--- src/rtl/reg_job_requester.sv ---
module reg_job_requester #(
  parameter int AW = 4,
  parameter int DW = 8
) (
  input  logic          clk,
  input  logic          rst_n,
  input  logic          cmd_valid,
  input  logic          cmd_write,
  input  logic [AW-1:0] cmd_addr,
  input  logic [DW-1:0] cmd_wdata,
  output logic          busy,
  output logic          done,
  output logic [DW-1:0] rd_data,
  output logic          err,
  output logic          req_valid,
  output logic          req_first,
  output logic          req_last,
  output logic [DW-1:0] req_byte,
  input  logic          req_accept,
  input  logic          rsp_valid,
  input  logic          rsp_first,
  input  logic          rsp_last,
  input  logic [DW-1:0] rsp_byte,
  output logic          rsp_accept
);
  localparam int CW = DW - AW;
  localparam logic [CW-1:0] OP_RD = '0;
  localparam logic [CW-1:0] OP_WR = CW'(1);

  typedef enum logic [2:0] {
    ST_IDLE, ST_TX_HDR, ST_TX_DAT, ST_RX_HDR, ST_RX_DAT, ST_RX_FTR
  } state_t;

  state_t        st;
  logic          wr_q;
  logic [AW-1:0] addr_q;
  logic [DW-1:0] wdata_q;

  logic beat_mid, beat_open, beat_close;
  assign beat_open  = rsp_valid &  rsp_first & ~rsp_last;
  assign beat_mid   = rsp_valid & ~rsp_first & ~rsp_last;
  assign beat_close = rsp_valid & ~rsp_first &  rsp_last;

  assign busy       = (st != ST_IDLE);
  assign req_valid  = (st == ST_TX_HDR) || (st == ST_TX_DAT);
  assign req_first  = (st == ST_TX_HDR);
  assign req_last   = ((st == ST_TX_HDR) && !wr_q) || (st == ST_TX_DAT);
  assign req_byte   = (st == ST_TX_HDR) ? {addr_q, (wr_q ? OP_WR : OP_RD)} :
                      (st == ST_TX_DAT) ? wdata_q : '0;
  assign rsp_accept = (st == ST_RX_HDR) || (st == ST_RX_DAT) || (st == ST_RX_FTR);

  always_ff @(posedge clk or negedge rst_n) begin
    if (!rst_n) begin
      st      <= ST_IDLE;
      wr_q    <= 1'b0;
      addr_q  <= '0;
      wdata_q <= '0;
      rd_data <= '0;
      err     <= 1'b0;
      done    <= 1'b0;
    end else begin
      done <= 1'b0;
      case (st)
        ST_IDLE: if (cmd_valid) begin
          wr_q    <= cmd_write;
          addr_q  <= cmd_addr;
          wdata_q <= cmd_wdata;
          rd_data <= '0;
          err     <= 1'b0;
          st      <= ST_TX_HDR;
        end
        ST_TX_HDR: if (req_accept) st <= wr_q ? ST_TX_DAT : ST_RX_HDR;
        ST_TX_DAT: if (req_accept) st <= ST_RX_HDR;
        ST_RX_HDR: if (beat_open) st <= wr_q ? ST_RX_FTR : ST_RX_DAT;
        ST_RX_DAT: if (beat_mid) begin
          rd_data <= rsp_byte;
          st      <= ST_RX_FTR;
        end
        ST_RX_FTR: if (beat_close) begin
          err  <= (rsp_byte != '0);
          done <= 1'b1;
          st   <= ST_IDLE;
        end
        default: st <= ST_IDLE;
      endcase
    end
  end
endmodule

--- config.mk ---
export PLATFORM = sky130hd
export DESIGN_NAME = reg_job_requester
export DESIGN_NICKNAME = d
export VERILOG_FILES = /design/src/rtl/reg_job_requester.sv
export SDC_FILE = /design/constraint.sdc
export NUM_CORES = 1
export LEC_CHECK = 0
export CORE_MARGIN = 3
export CORE_UTILIZATION = 47
export CTS_CLUSTER_DIAMETER = 150
export DETAILED_ROUTE_END_ITERATION = 8
export PLACE_DENSITY = 0.85
export SLEW_MARGIN = 10
export SYNTH_ARGS = -nofsm -noshare
export SYNTH_HDL_FRONTEND = slang
export SYNTH_SLANG_ARGS = --single-unit
--- constraint.sdc ---
create_clock -name clk -period 2.7 [get_ports clk]
set_input_delay 0.27 -clock clk [delete_from_list [all_inputs] [get_ports clk]]
set_output_delay 0.27 -clock clk [all_outputs]
set_load 0.01 [all_outputs]
==> results of run 1 <==
## per-layer routing
layer / wire length, um / GRT usage [%]
met1: 1330 / 25.4
met2: 1650 / 34.2
met3: 234 / 3.70
met4: 38 / 6.47
met5: 0 / 0
## worst register-to-register path, delay by kind of cell (launching register included)
family	cells	cell delay, ps
flops	1	610
simple gates	2	850
mux	1	400
## cell families (layout without fill, tap and decap cells)
family          Yosys count  in the layout  synth area share, %
simple gates             43             43                 18.7
flops                    26             26                 48.5
compound gates           25             25                 13.8
buf+inv                  17             66                 5.88
mux                      15             15                 12.5
xor+xnor                  1              1                0.653
## cells in the final DEF, fill, tap and decap left out, types with 2 or more instances in the layout
master	count
mux2_2	14
nor3b_1	4
nor2b_1	7
a22oi_1	6
nand2b_1	3
nor3_1	2
dfrtp_1	26
o21ai_2	2
nor2_1	8
inv_1	10
nand2_1	4
clkdlybuf4s50_1	50
nor4_1	2
o21ai_0	8
clkbuf_4	3
nand3_1	8
buf_4	2
a21oi_1	3
## registers in the layout (all words and copies together), names as in the netlist
signal and cells:
err 1, addr_q 4, st 3, wr_q 1, wdata_q 8, rd_data 8, done 1
## worst paths after layout
kind | startpoint | to | slack (ps) | depth (start not counted)
setup / recovery | st[0] | req_byte[3] | 290 | 4
hold / removal | rst_n | wdata_q[6] | 290 | 2
setup reg to reg | st[2] | wdata_q[2] | 750 | 3
hold reg to reg | wdata_q[6] | wdata_q[6] | 530 | 1
max in group asynchronous | rst_n | addr_q[1] | 2160 | 2
min in group clk | rsp_byte[2] | rd_data[2] | 520 | 3
## metrics by stage
stage | hold slack, ps | cells
2_1_floorplan | -25.6 | 127
3_3_place_gp | 481 | 202
3_5_place_dp | 498 | 202
4_1_cts | 296 | 206
5_1_grt | 303 | 206
6_report | 293 | 206
## cell type report
| class | instances | share of cell area (%) |
|---|---|---|
| clock buffer | 3 | 1.18 |
| clock inverter | 1 | 1.58 |
| inverter | 10 | 1.97 |
| multi-input combinational | 84 | 32.1 |
| sequential | 26 | 34.1 |
| tap | 30 | 1.97 |
| timing repair buffer | 52 | 27.1 |
## report_power, final
part	internal (mW)	leakage, nW	switching [mW]
Clock	0.150	0.0279	0.121
Combinational	0.632	0.408	0.460
Sequential	0.571	0.327	0.167
Total	1.35	0.763	0.747
==> results.ini, run 1 <==
[status]
status = completed

[setup_path]
crit_buf_inv = 2
crit_slowest_cell = clkdlybuf4s50_1
path_class = reg -> out
critPathArrivalTime_ps = 2140
worstPathCellList = buf_4 -> nand2b_1 -> nor3b_1 -> clkdlybuf4s50_1
crit_path_start_kind = register
endpoint_kind = primary output
critPathMaxStageDelay_ps = 600
cp_max_fo = 10
critPathTopFamily = buffers and inverters
cp_data_required_time_ps = 2430

[place]
port_buffers = 50
dp_slack_ps = 556
gp_congestion = 0.802
place_area_sq_um = 1850
hpwl_um = 2470

[floorplan]
rows = 18
fp.dieW_um = 59.4
core_area_sq_um = 2590
start_util_pct = 51.8
io_pins = 51
die_h_um = 59.4
die-area_sq_um = 3530

[yosys]
yosys-top-cells-area = dfrtp_1, mux2_2, a22oi_1, nor2b_1, nand3_1
syn-num-nets = 155
synth.avg_cell_area_sq_um = 10.6
synth_seq_cells = 26
syn_inst = 127
synth_top_area_share_pct = 48.5
synth_top_area_cell = dfrtp_1
synth_top_flop_cell = dfrtp_1
syn_area_sq_um = 1340
synthDistinctLibCells = 33
yosysWarnings = 0
synth_common_cells = dfrtp_1, mux2_2, inv_1
synth_edf_count = 0
yosysMostFrequentCell = dfrtp_1
ys_seq_area_share_pct = 48.5
synthArstFlopShare_pct = 100

[global_routing]
grt_pass1_vias = 1159
grt_max_degree = 27
antenna_found_initial = 0
grt_pass1_wl_um = 5400
grt_use_total_pct = 20.1
overflow = 0

[clock_tree]
cts_setup_buffers = 0
holdBufCountCts = 0
clk_pin_slew_ps = 150
cts_sinks = 26
htreeDepth = 1
cts_buffers = 3
clk_latency_ps = 330
clockRootBuffer = clkbuf_4
cts_tree = built
clk_path_buf_depth = 2
cts-resized-gates = 0

[power]
ir_drop_mv = 0.726
powerDensity_nw_per_um2 = 1100
p_leak_nw = 0.763
finalPower_mw = 2.10

[detailed_routing]
via_count = 1144
drc_errors = 0
drt_first_pass_iters = 4
drt_iter0_markers = 22
avgViaCountPerCell = 5.55
avgRoutedWirePerCell_um = 15.8
drt-total-wl_um = 3250
final_antenna_net_count = 0

[timing]
fin_tns_setup_ps = 0
drv_slew = 0
max_slew_margin_pct = 58.8
finalCriticalPeriod_ps = 2410
timing.fmax_ghz = 0.414
tightest_slew_ps = 618
grt_setup_unrepaired = false
finClkSkew_ps = 6.41
post-route-period-util_pct = 89.4
hold_viol = 0
setup_slack_ps = 286
finalSetupViolations = 0

[final_layout]
fillCellCount = 197
final_layout_size_suffix_gt1_share_pct = 14.8
antenna_cells = 0
design_area_sq_um = 1910
seq_area_sq_um = 651
nNetsFinal = 205
syn_to_final_growth_pct = 42.1
fin_util_pct = 73.6
multi_input_area_sq_um = 612

[hold_path]
hold_path_class = in -> async

[run]
maxCapViolCount = 0

No activity file was read; power rests on OpenSTA's default activity.
==> run 2, diff against run 1 <==
CELL_PAD_IN_SITES_DETAIL_PLACEMENT = 1   (was not set)
CELL_PAD_IN_SITES_GLOBAL_PLACEMENT = 2   (was not set)
CORE_UTILIZATION = 28   (was 47)
PLACE_DENSITY = not set   (was 0.85)
PLACE_DENSITY_LB_ADDON = 0.1   (was not set)
==> results.ini, run 2 (same netlist as run 1, synthesis figures left out) <==
[status]
status = completed

[timing]
finalSetupViolations = 0
finalCriticalPeriod_ps = 2420
grt_setup_unrepaired = false
post-route-period-util_pct = 89.6
drv_slew = 0
finClkSkew_ps = 9.04
tightest_slew_ps = 655
timing.fmax_ghz = 0.413
fin_tns_setup_ps = 0
max_slew_margin_pct = 56.3
hold_viol = 0

[detailed_routing]
drc_errors = 0
top_layer = met4
avgViaCountPerCell = 4.94
drt-total-wl_um = 3630
wl_met2_um = 1870
via_count = 1127
drt_first_pass_iters = 4
wl_met1_um = 1600
drt_iter0_markers = 69
wl_met3_um = 145
avgRoutedWirePerCell_um = 15.9
final_antenna_net_count = 0

[clock_tree]
cts_buffers = 3
htreeDepth = 1
cts_tree = built
clk_latency_ps = 270
cts_setup_buffers = 0
cts_sinks = 26
clk_path_buf_depth = 2
clk_pin_slew_ps = 100
holdBufCountCts = 0
cts-resized-gates = 0
clockRootBuffer = clkbuf_8

[setup_path]
r2r-end = wdata_q[5]
crit_slowest_cell = clkdlybuf4s50_1
worstPathCellList = nor2b_1 -> a22oi_1 -> nor2_1 -> clkdlybuf4s50_1
critPathMaxStageDelay_ps = 560
cp_data_required_time_ps = 2430
worstReg2RegStart = st[2]
r2r_cells = 3
critPathArrivalTime_ps = 2150
r2r_slack_ps = 680
crit_path_start_kind = register
endpoint_kind = primary output
cp_max_fo = 13
path_class = reg -> out

[final_layout]
fin_cells = 228
final_layout_size_suffix_gt1_share_pct = 14.8
antenna_cells = 0
nNetsFinal = 205
fin_util_pct = 43.6
fillCellCount = 499
multi_input_area_sq_um = 612
syn_to_final_growth_pct = 45.5
reg.largest.list = rd_data (8), wdata_q (8), addr_q (4)
most-common-layout-cells = clkdlybuf4s50_1, dfrtp_1, mux2_2, inv_1
final_common_cell = clkdlybuf4s50_1
seq_area_sq_um = 651

[power]
p_leak_nw = 0.771
finalPower_mw = 2.16
powerDensity_nw_per_um2 = 1110
ir_drop_mv = 0.404

[global_routing]
grt_max_degree = 27
grt_pass1_wl_um = 5890
grt_pass1_vias = 1214
overflow = 0
grt_use_total_pct = 13.7
antenna_found_initial = 0

[floorplan]
core_area_sq_um = 4470
fp.dieW_um = 75.2
io_pins = 51
rows = 24
start_util_pct = 30.0
die-area_sq_um = 5660
die_h_um = 75.2

[hold_path]
hold_path_class = in -> async

[place]
hpwl_um = 2760
port_buffers = 50
dp.cells = 224
gp_congestion = 0.730

[run]
maxCapViolCount = 0

[run 2: cell counts in the layout (fill, tap and decap cells not counted)]
No cell type changed its count.
[run 2: final cells by class]
type / instances / share of cell area [%]
sequential: 26 / 33.3
multi-input combinational: 84 / 31.3
timing repair buffer: 52 / 26.4
tap: 52 / 3.33
clock buffer: 3 / 2.12
inverter: 10 / 1.92
clock inverter: 1 / 1.54
[run 2: stage by stage]
stage | hold WS (ps) | setup WS, ps | cell area, sq um
finish | 354 | 279 | 1950
global route | 366 | 134 | 1950
CTS | 367 | 230 | 1950
detailed placement | 496 | 526 | 1880
global placement | 485 | 599 | 1880
floorplan | -25.6 | 1010 | 1340
[run 2: worst max path at each step]
stage               from     endpoint  cells past startpoint
2_1_floorplan      st[2]    addr_q[1]                      5
3_3_place_gp       st[1]  req_byte[0]                      4
3_5_place_dp   rsp_valid   rd_data[6]                      4
4_1_cts            st[1]  req_byte[0]                      4
5_1_grt            st[1]  req_byte[5]                      4
6_report           st[1]  req_byte[0]                      4
[run 2: power breakdown]
part / switching [mW] / total, mW / internal, mW
clock network: 0.126 / 0.324 / 0.198
logic: 0.473 / 1.10 / 0.631
registers: 0.161 / 0.733 / 0.573
total: 0.760 / 2.16 / 1.40
[run 2: metal layers]
layer	track usage [%]	vias to the layer above
li1	-	542
met1	17.6	558
met2	23.5	23
met3	2.94	4
met4	3.50	0
met5	0	-
[run 2: critical path: cells and delay by family, from the launching register on]
kind | cells | cell delay (ps)
and+or+nand+nor | 2 | 610
buffers and inverters | 1 | 560
AOI/OAI and AO/OA | 1 | 170
DFF | 1 | 540
